--- config.mk ---
export PLATFORM = sky130hd
export DESIGN_NAME = spi_port
export DESIGN_NICKNAME = d
export VERILOG_FILES = /design/src/rtl/spi_port_pkg.sv /design/src/rtl/spi_clkgen.sv /design/src/rtl/spi_in_sync.sv /design/src/rtl/spi_shifter.sv /design/src/rtl/spi_port.sv
export SDC_FILE = /design/constraint.sdc
export NUM_CORES = 1
export LEC_CHECK = 0
export BUFFER_PORTS_ARGS = -buffer_cell sky130_fd_sc_hd__buf_2
export CAP_MARGIN = 20
export CORE_UTILIZATION = 45
export DETAILED_ROUTE_END_ITERATION = 6
export PLACE_DENSITY_LB_ADDON = 0.05
export SYNTH_ARGS = -nofsm -noshare
export SYNTH_HDL_FRONTEND = slang
export SYNTH_SLANG_ARGS = --single-unit
--- constraint.sdc ---
create_clock -name clk -period 3.6 [get_ports clk]
set_clock_uncertainty 0.1 [all_clocks]
set_input_delay 0.36 -clock clk [delete_from_list [all_inputs] [get_ports clk]]
set_output_delay 0.36 -clock clk [all_outputs]
set_load 0.02 [all_outputs]
--- src/rtl/spi_port_pkg.sv ---
package spi_port_pkg;

  typedef enum logic [1:0] {
    REG_CTRL = 2'd0,
    REG_STAT = 2'd1,
    REG_DATA = 2'd2
  } reg_sel_e;

  // packed from bit 7 down to bit 0
  typedef struct packed {
    logic [1:0] div;      // 7:6 divider code
    logic       late;     // 5   sample on trailing edge
    logic       idle_hi;  // 4   clock idle level
    logic       sel_en;   // 3   select pin in use
    logic       msb;      // 2   most significant bit first
    logic       master;   // 1   master mode
    logic       en;       // 0   port enable
  } ctrl_t;

endpackage

--- src/rtl/spi_clkgen.sv ---
module spi_clkgen #(
  parameter int DIV_A = 4,
  parameter int DIV_B = 16,
  parameter int DIV_C = 64
) (
  input  logic       clk,
  input  logic       rst,
  input  logic       run,
  input  logic [1:0] sel,
  output logic       tick
);
  localparam int CW = $clog2(DIV_C / 2) + 1;

  logic [CW-1:0] cnt;
  logic [CW-1:0] half_m1;

  always_comb begin
    case (sel)
      2'd0:    half_m1 = CW'(DIV_A / 2 - 1);
      2'd1:    half_m1 = CW'(DIV_B / 2 - 1);
      default: half_m1 = CW'(DIV_C / 2 - 1);
    endcase
  end

  assign tick = run && (cnt == half_m1);

  always_ff @(posedge clk) begin
    if (rst || !run) cnt <= '0;
    else if (cnt == half_m1) cnt <= '0;
    else cnt <= cnt + 1'b1;
  end
endmodule

--- src/rtl/spi_in_sync.sv ---
module spi_in_sync #(
  parameter int SYNC = 2
) (
  input  logic clk,
  input  logic rst,
  input  logic sck_i,
  input  logic sdi_i,
  input  logic ssn_i,
  output logic sck_q,
  output logic sck_prev,
  output logic sdi_q,
  output logic ssn_q
);
  logic [SYNC:0]   sck_p;
  logic [SYNC-1:0] sdi_p;
  logic [SYNC-1:0] ssn_p;

  always_ff @(posedge clk) begin
    if (rst) begin
      sck_p <= '0;
      sdi_p <= '0;
      ssn_p <= '1;
    end else begin
      sck_p <= {sck_p[SYNC-1:0], sck_i};
      sdi_p <= {sdi_p[SYNC-2:0], sdi_i};
      ssn_p <= {ssn_p[SYNC-2:0], ssn_i};
    end
  end

  assign sck_q    = sck_p[SYNC-1];
  assign sck_prev = sck_p[SYNC];
  assign sdi_q    = sdi_p[SYNC-1];
  assign ssn_q    = ssn_p[SYNC-1];
endmodule

--- src/rtl/spi_shifter.sv ---
module spi_shifter #(
  parameter int DW = 8
) (
  input  logic          clk,
  input  logic          rst,
  input  logic          load,
  input  logic [DW-1:0] load_val,
  input  logic          shift,
  input  logic          clr,
  input  logic          msb,
  input  logic          in_bit,
  output logic [DW-1:0] sh,
  output logic          sout,
  output logic          mid_byte,
  output logic          done_pend
);
  localparam int CNTW = $clog2(DW);
  localparam logic [CNTW-1:0] LAST = CNTW'(DW - 1);

  logic [CNTW-1:0] cnt;

  assign sout     = msb ? sh[DW-1] : sh[0];
  assign mid_byte = (cnt != '0);

  always_ff @(posedge clk) begin
    if (rst) begin
      sh        <= '0;
      cnt       <= '0;
      done_pend <= 1'b0;
    end else begin
      done_pend <= shift && !load && !clr && (cnt == LAST);
      if (load) begin
        sh  <= load_val;
        cnt <= '0;
      end else if (clr) begin
        cnt <= '0;
      end else if (shift) begin
        sh  <= msb ? {sh[DW-2:0], in_bit} : {in_bit, sh[DW-1:1]};
        cnt <= (cnt == LAST) ? '0 : cnt + 1'b1;
      end
    end
  end
endmodule

--- src/rtl/spi_port.sv ---
module spi_port
  import spi_port_pkg::*;
#(
  parameter int DW    = 8,
  parameter int DIV_A = 4,
  parameter int DIV_B = 16,
  parameter int DIV_C = 64,
  parameter int SYNC  = 2
) (
  input  logic          clk,
  input  logic          rst,
  input  logic          wr_en,
  input  logic [1:0]    wr_addr,
  input  logic [DW-1:0] wr_data,
  input  logic [1:0]    rd_addr,
  output logic [DW-1:0] rd_data,
  output logic          irq,
  output logic          sck_o,
  output logic          sck_oe,
  input  logic          sck_i,
  output logic          sdo_o,
  output logic          sdo_oe,
  input  logic          sdi_i,
  output logic          ss_n_o,
  output logic          ss_n_oe,
  input  logic          ss_n_i
);
  localparam int EW = $clog2(2 * DW);
  localparam logic [EW-1:0] EDGE_LAST = EW'(2 * DW - 1);

  ctrl_t         ctrl;
  logic          done_f, coll_f, busy_m, sck_r;
  logic [EW-1:0] edge_idx;
  logic          tick;
  logic          sck_q, sck_prev, sdi_q, ssn_q;
  logic [DW-1:0] sh;
  logic          sout, mid_byte, done_pend;

  logic en_on, sel_on, master_on, slave_on, selected, xfer_busy;
  logic data_wr, stat_wr, ctrl_wr, collide, load, start;
  logic m_samp, s_edge, s_lead, s_samp, samp, in_bit, clr;

  assign en_on     = ctrl.en;
  assign sel_on    = ctrl.sel_en;
  assign master_on = ctrl.en & ctrl.master;
  assign slave_on  = ctrl.en & ~ctrl.master;
  assign selected  = ~ctrl.sel_en | ~ssn_q;
  assign xfer_busy = master_on ? busy_m : (slave_on & mid_byte);

  assign ctrl_wr = wr_en && (wr_addr == REG_CTRL);
  assign stat_wr = wr_en && (wr_addr == REG_STAT);
  assign data_wr = wr_en && (wr_addr == REG_DATA);
  assign collide = data_wr && xfer_busy;
  assign load    = data_wr && !xfer_busy;
  assign start   = load && master_on;

  assign m_samp = busy_m && tick && (edge_idx[0] == ctrl.late);
  assign s_edge = slave_on && selected && (sck_q != sck_prev);
  assign s_lead = (sck_prev == ctrl.idle_hi);
  assign s_samp = s_edge && (s_lead != ctrl.late);
  assign samp   = m_samp | s_samp;
  assign in_bit = master_on ? sdi_i : sdi_q;
  assign clr    = ~ctrl.en | (slave_on & ~selected);

  spi_clkgen #(.DIV_A(DIV_A), .DIV_B(DIV_B), .DIV_C(DIV_C)) u_clkgen (
    .clk(clk), .rst(rst), .run(busy_m), .sel(ctrl.div), .tick(tick)
  );

  spi_in_sync #(.SYNC(SYNC)) u_sync (
    .clk(clk), .rst(rst), .sck_i(sck_i), .sdi_i(sdi_i), .ssn_i(ss_n_i),
    .sck_q(sck_q), .sck_prev(sck_prev), .sdi_q(sdi_q), .ssn_q(ssn_q)
  );

  spi_shifter #(.DW(DW)) u_shift (
    .clk(clk), .rst(rst), .load(load), .load_val(wr_data), .shift(samp),
    .clr(clr), .msb(ctrl.msb), .in_bit(in_bit), .sh(sh), .sout(sout),
    .mid_byte(mid_byte), .done_pend(done_pend)
  );

  // control register
  always_ff @(posedge clk) begin
    if (rst) ctrl <= '0;
    else if (ctrl_wr) ctrl <= ctrl_t'(wr_data[7:0]);
  end

  // master sequencing: serial clock and edge counter
  always_ff @(posedge clk) begin
    if (rst) begin
      busy_m   <= 1'b0;
      edge_idx <= '0;
      sck_r    <= 1'b0;
    end else if (!master_on) begin
      busy_m   <= 1'b0;
      edge_idx <= '0;
      sck_r    <= ctrl.idle_hi;
    end else if (start) begin
      busy_m   <= 1'b1;
      edge_idx <= '0;
      sck_r    <= ctrl.idle_hi;
    end else if (busy_m && tick) begin
      sck_r    <= ~sck_r;
      edge_idx <= edge_idx + 1'b1;
      if (edge_idx == EDGE_LAST) busy_m <= 1'b0;
    end else if (!busy_m) begin
      sck_r <= ctrl.idle_hi;
    end
  end

  // sticky flags: set wins over a clearing write in the same cycle
  always_ff @(posedge clk) begin
    if (rst) begin
      done_f <= 1'b0;
      coll_f <= 1'b0;
    end else begin
      if (done_pend) done_f <= 1'b1;
      else if (stat_wr && !wr_data[0]) done_f <= 1'b0;
      if (collide) coll_f <= 1'b1;
      else if (stat_wr && !wr_data[1]) coll_f <= 1'b0;
    end
  end

  // registered host read
  always_ff @(posedge clk) begin
    if (rst) rd_data <= '0;
    else begin
      case (rd_addr)
        REG_CTRL: rd_data <= DW'(ctrl);
        REG_STAT: rd_data <= {{(DW-2){1'b0}}, coll_f, done_f};
        REG_DATA: rd_data <= sh;
        default:  rd_data <= '0;
      endcase
    end
  end

  assign irq     = done_f;
  assign sck_o   = sck_r;
  assign sck_oe  = master_on;
  assign sdo_o   = sout;
  assign sdo_oe  = master_on | (slave_on & selected);
  assign ss_n_o  = ~busy_m;
  assign ss_n_oe = master_on & ctrl.sel_en;
endmodule

* After elaboration in Yosys (flattened, before gate mapping)
Cells that the tools add are included.
** Operators by class
- Reduce and logical (&&, ||, !) cells :: 39
- Eq/ne operators :: 14
- Multiplexer cells :: 21
- Div/mod/pow operators :: 0
- Shift-type cells :: 0
- Bitwise operators :: 18
- Add/subtract/negate cells :: 3
- Multiply operators :: 0
- $lt $le $gt $ge :: 0
** Operators by type and width (number)
- 2-to-1 mux 8 bit :: 4
- case mux 8 bit (3 select lines) :: 1
- logical AND 1 bit :: 17
- 2-to-1 mux 1 bit :: 14
- case mux 5 bit (2 select lines) :: 1
- nonzero test 2 bit :: 5
- inverter 1 bit :: 8
- adder 6 x 1 -> 6 bit, second input constant :: 1
- AND 1 bit :: 6
- equality test 2 x 1 -> 1 bit, second input constant :: 3
- equality test 6 x 5 -> 1 bit :: 1
- zero test 1 bit :: 6
- zero test 2 bit :: 3
- OR reduction 3 bit :: 2
- adder 4 x 1 -> 4 bit, second input constant :: 1
- equality test 2 bit, second input constant :: 2
- equality test 4 bit, second input constant :: 1
- != test 4 x 2 -> 1 bit, second input constant :: 1
- OR 1 bit :: 4
- AND reduction 2 bit :: 2
- OR reduction 2 bit :: 2
- adder 3 x 1 -> 3 bit, second input constant :: 1
- equality test 3 bit, second input constant :: 1
- 2-to-1 mux 3 bit :: 1
- other kinds (5) :: 7
** Word-level totals
- Memories kept :: 0
- Memory bits (writable) :: 0
- Logic and storage cells :: 115
- Bits of input ports :: 18
- ROM bits :: 0
- Register bits :: 49
- Bits in latches :: 0

* Longest topological paths before layout
- Depth after elaboration :: 10
- Gate-level depth with buffers :: 10
- Gate-level depth less buffers :: 7

* Cells and area by module
From an unflattened synthesis, not the netlist that was laid out.
** Second synthesis, totals
- Cell total of the unflattened synthesis :: 239
- Area total of the unflattened synthesis :: 2314.7 um^2
** Modules (own cells, without submodules)
- spi_port :: area an instance 1163.6 um^2, cells an instance 124, times used 1
- spi_shifter :: area an instance 670.6 um^2, cells an instance 69, times used 1
- spi_clkgen :: area an instance 296.5 um^2, cells an instance 32, times used 1
- spi_in_sync :: area an instance 183.9 um^2, cells an instance 14, times used 1

* Worst setup path before layout
Ideal clock, no wire load.
- Path type :: register -> register
- From :: reg u_shift.cnt[0]
- To :: reg u_shift.sh[1]
- Arrival :: 1.747 ns
- Stages on the path, launching flop included :: 9
- Library setup time :: 0.071 ns
- Slack :: 1.682 ns
- Cell sequence :: dfxtp_1 > inv_1 > ha_1 > nor3b_1 > o31a_1 > buf_4 > buf_6 > a221o_2 > a21oi_1
** Between the ends
- Cells in the longest elaborated chain, start to end :: 7
- Elaborated cells on any way between the ends :: 9
** RTL lines
- from (decl) :: line spi_shifter.sv:20 : logic [CNTW-1:0] cnt;
- from (signal assigned) :: line spi_shifter.sv:39 : cnt <= (cnt == LAST) ? '0 : cnt + 1'b1;
- nonzero test 3 bit (*) :: line spi_shifter.sv:23 : assign mid_byte = (cnt != '0);
- AND 1 bit (*) :: line spi_port.sv:48 : assign xfer_busy = master_on ? busy_m : (slave_on & mid_byte);
- 2-to-1 mux 1 bit (*) :: line spi_port.sv:48
- zero test 1 bit (*) :: line spi_port.sv:54 : assign load = data_wr && !xfer_busy;
- logical AND 1 bit (*) :: line spi_port.sv:54
- != test 2 bit (no source line) / nonzero test 2 bit (equally long branches)
- AND reduction 2 bit (no source line)
- to (signal assigned) :: line spi_shifter.sv:33 : sh <= load_val;
- to (signal assigned) :: line spi_shifter.sv:38 : sh <= msb ? {sh[DW-2:0], in_bit} : {in_bit, sh[DW-1:1]};
- to (decl) :: line spi_shifter.sv:12 : output logic [DW-1:0] sh,
Every way passes the cells marked *; elsewhere a longest branch is shown, timed or not.
A chain may end at the register's enable or synchronous reset.

* Worst setup path in the final report
- From :: reg u_shift.cnt[0]
- To :: reg u_shift.sh[3]
The elaborated chain is that of the path after synthesis.

==> results.md <==
- Initial Util: 0.483
- Crit Reg-Reg Endpoint: u_shift.sh[3]$_SDFFE_PP0P_
- Root cell of the clock tree: clkbuf_8
- Synthesized area: 2350 um^2
- Die width: 74.3 um
- Register area share after synthesis: 0.417
- Post-CTS setup buffers: 0
- Crit path DAT: 2.53 ns
- Peak VDD IR: 0.284 mV
- Slew Viols, Final: 0
- Initial drt markers: 133
- Critical Path Start Type: flip-flop
- Hold crit path type: input port to flip-flop
- CTS H-tree lvls: 2
- Highest net fanout along the worst path: 19
- Fillers: 477
- #FFs+latches synth: 49
- F_max: 0.417 GHz
- Internal: 859 uW
- Setup TNS: 0 ns
- Core area: 4880 um^2
- Total Wirelength: 4900 um
- Global-route wire length before repair: 8250 um
- Switching pwr: 234 uW
- Clock-pin transition on the worst setup and hold timing paths: 0.09 ns
- Post-synthesis mux area share: 0.0680
- Hold_sp: ss_n_i
- GRT Util Overall: 0.199
- Pwr per Cell Area: 414 nW/um^2
- Syn Inst Count: 262
- Die height: 74.3 um
- ANT cells: 0
- P&R area growth vs syn: 12.1%
- Sequential power share: 0.514
- Clock tree sinks: 49
- Hold_ws: 0.141 ns
- Syn. warnings: 0
- Leak: 1.05 nW
- Share of layout cells above drive strength 1: 0.198
- Relative slew margins: 0.442
- Worst Path Required: 3.73 ns
- Post-synth top area share: 0.417
- Mapped Nets: 285
- RSZ-0062 raised after global routing: no
- DR WL/cell: 13.8 um
- Final min period: 2.40 ns
- Final hold vios: 0
- CP endpoint kind: flip-flop
- Adder-cell share of the synthesized area: 0.0266
- Most frequent cells in the layout: dfxtp_1, nor2_1, buf_2
- Largest net degree at the start of global routing: 33
- Outcome: complete, no violations
- Crit share post-route: 0.665
- Final weighted congestion in routability-driven placement: 0.763
- CP Cell Sequence: inv_1 -> ha_1 -> nor3b_1 -> o31a_1 -> nor2b_4 -> a221o_2 -> a21oi_1
- Avg Cell Area, Syn: 8.99 um^2
- Finished Layout Cells: 355
- Clk pwr share: 0.420
- Post-CTS resize count: 0
- Worst Hold Depth: 2
- Sw Ratio: 0.214
- Post-layout util: 0.541
- Reg-to-reg critical path startpoint: u_shift.cnt[0]$_SDFFE_PP0P_
- Worst-margin pin slew: 0.837 ns
- TritonCTS clock tree: done
- # DRC: 0
- CP Class: flip-flop to flip-flop
- Clock Tree Buf Depth: 2
- Clk Latency, worst-skew pair: 0.30 ns
- Combinational share of power: 0.066
- Leading area contributor after synthesis: dfxtp_1
- Area contributors post-synth: dfxtp_1, mux2i_1, nor2_1
- Pre-Repair DR Iteration Count: 4
- Initial antenna violation count: 0
- CP max-delay cell: o31a_1
- Final Cell Area: 2640 um^2
- R2R Setup Slk: 1.20 ns
- Routed vias: 1830
- Grt total ovfl: 0
- Simple-gate share of the synthesized area: 0.206
- Largest family of logic cells by synthesized area: simple AND/OR/NAND/NOR gates
- Compound-gate portion of the synthesized area: 0.167
- Hold buffers post-CTS: 0
- R2R depth: 7
- Most common cell after layout, fill and taps aside: dfxtp_1
- Final setup viols: 0
- Hold Path Sink: u_sync.ssn_p[0]$_SDFF_PP1_
- CTS buffer count: 5
- Post-Synth XOR/XNOR Area: 0.0468
- Synth unique cells: 43
- Hpwl dp: 3460 um
- Cell Area, Placed: 2510 um^2
- Std-Cell Rows: 25
- Die area: 5530 um^2
- Vias per cell: 5.15
- Max Cap Violations: 0
- Fin nets: 310
- Port Buf Inserts: 32
- Total I/O pin count: 33
- Number of routed nets with antenna violations: 0
- Inst Count DP: 347
- Vias in the first global route: 1686
- CP max stage delay: 0.73 ns
-- synth_stat cells --
cell type	number
xnor2_1	6
nand4_2	1
buf_2	1
xor2_1	4
xnor3_1	1
a221o_2	5
buf_4	1
or2_2	3
nand3b_1	2
dfxtp_1	49
a311oi_1	4
nor3b_2	1
nand2_1	9
nor2b_1	13
o21ai_1	1
or3_1	1
a221oi_2	1
nor2_1	37
o21a_1	2
and3_1	3
a21oi_1	17
a221oi_1	1
a211oi_1	7
and3_4	1
ha_1	5
nor2b_4	1
and3b_1	1
a21o_2	1
o31a_1	1
buf_6	3
buf_1	2
a21boi_0	4
o21ai_0	9
o211ai_2	1
mux2i_1	16
clkbuf_1	7
buf_12	1
a311oi_2	1
nor3_1	3
nand3_1	14
nand2b_1	2
nor3b_1	2
inv_1	17
-- critical path: cells and delay by family, from the launching register on --
kind | cells | cell delay [ns]
AO/OA/AOI/OAI | 3 | 1.25
adder cells (fa/ha/maj) | 1 | 0.12
buffers and inverters | 1 | 0.06
flip-flops | 1 | 0.34
AND/OR/NAND/NOR | 2 | 0.45
-- final cells by class --
type	count	area (um^2)	share of cell area
timing repair buffer	33	168	0.0635
clock buffer	5	68.8	0.0261
clock inverter	3	65.1	0.0246
sequential	49	981	0.372
multi-input combinational	181	1210	0.458
inverter	17	63.8	0.0242
tap	67	83.8	0.0318
-- kinds of logic (layout without fill, tap and decap cells) --
kind of cell             count (synthesis)  after routing
XOR/XNOR                                11             11
multiplexers                            16             16
flip-flops                              49             49
adder cells (fa/ha/maj)                  5              5
buffers and inverters                   32             58
AO/OA/AOI/OAI                           55             55
AND/OR/NAND/NOR                         94             94
-- worst max-delay path by stage --
stage / from / depth (start not counted) / endpoint / slack (ns)
2_1_floorplan: u_shift.cnt[0]$_SDFFE_PP0P_ / 8 / u_shift.sh[1]$_SDFFE_PP0P_ / 1.68
3_3_place_gp: u_shift.cnt[0]$_SDFFE_PP0P_ / 7 / u_shift.sh[3]$_SDFFE_PP0P_ / 1.25
3_5_place_dp: u_shift.cnt[0]$_SDFFE_PP0P_ / 7 / u_shift.sh[3]$_SDFFE_PP0P_ / 1.21
4_1_cts: u_shift.cnt[0]$_SDFFE_PP0P_ / 7 / u_shift.sh[3]$_SDFFE_PP0P_ / 1.19
5_1_grt: u_shift.cnt[0]$_SDFFE_PP0P_ / 7 / u_shift.sh[3]$_SDFFE_PP0P_ / 1.02
6_report: u_shift.cnt[0]$_SDFFE_PP0P_ / 7 / u_shift.sh[3]$_SDFFE_PP0P_ / 1.20
-- routing by layer --
layer / GRT usage / vias up / wire length (um)
met4: 0.0755 / 0 / 82
met5: 0 / - / 0
met1: 0.295 / 823 / 2580
met3: 0.0420 / 8 / 229
met2: 0.280 / 48 / 2000
li1: - / 951 / -
-- state kept, by name (all words and copies together) (netlist names) --
| name | flops |
|---|---|
| rd_data | 8 |
| u_shift.sh | 8 |
| ctrl | 6 |
| u_clkgen.cnt | 6 |
| edge_idx | 4 |
| u_shift.cnt | 3 |
| u_sync.sck_p | 3 |
| u_sync.sdi_p | 2 |
| u_sync.ssn_p | 2 |
| busy_m | 1 |
| coll_f | 1 |
| en_on | 1 |
| irq | 1 |
| sck_o | 1 |
| sel_on | 1 |
| u_shift.done_pend | 1 |
-- power groups by stage --
stage / Combinational (mW) / Clock [mW] / Sequential [mW]
after global placement: 0.0716 / 0 / 0.574
after floorplan: 0.0553 / 0 / 0.571
after global routing: 0.0801 / 0.495 / 0.563
after CTS: 0.0726 / 0.468 / 0.561
after detailed placement: 0.0722 / 0 / 0.574
final: 0.0723 / 0.459 / 0.561
-- through the flow --
step | total power, mW | worst slack (ns)
2_1_floorplan | 0.626 | 1.68
3_3_place_gp | 0.646 | 1.25
3_5_place_dp | 0.646 | 1.21
4_1_cts | 1.10 | 1.19
5_1_grt | 1.14 | 1.02
6_report | 1.09 | 1.20
(Power assumes the default switching activity.)
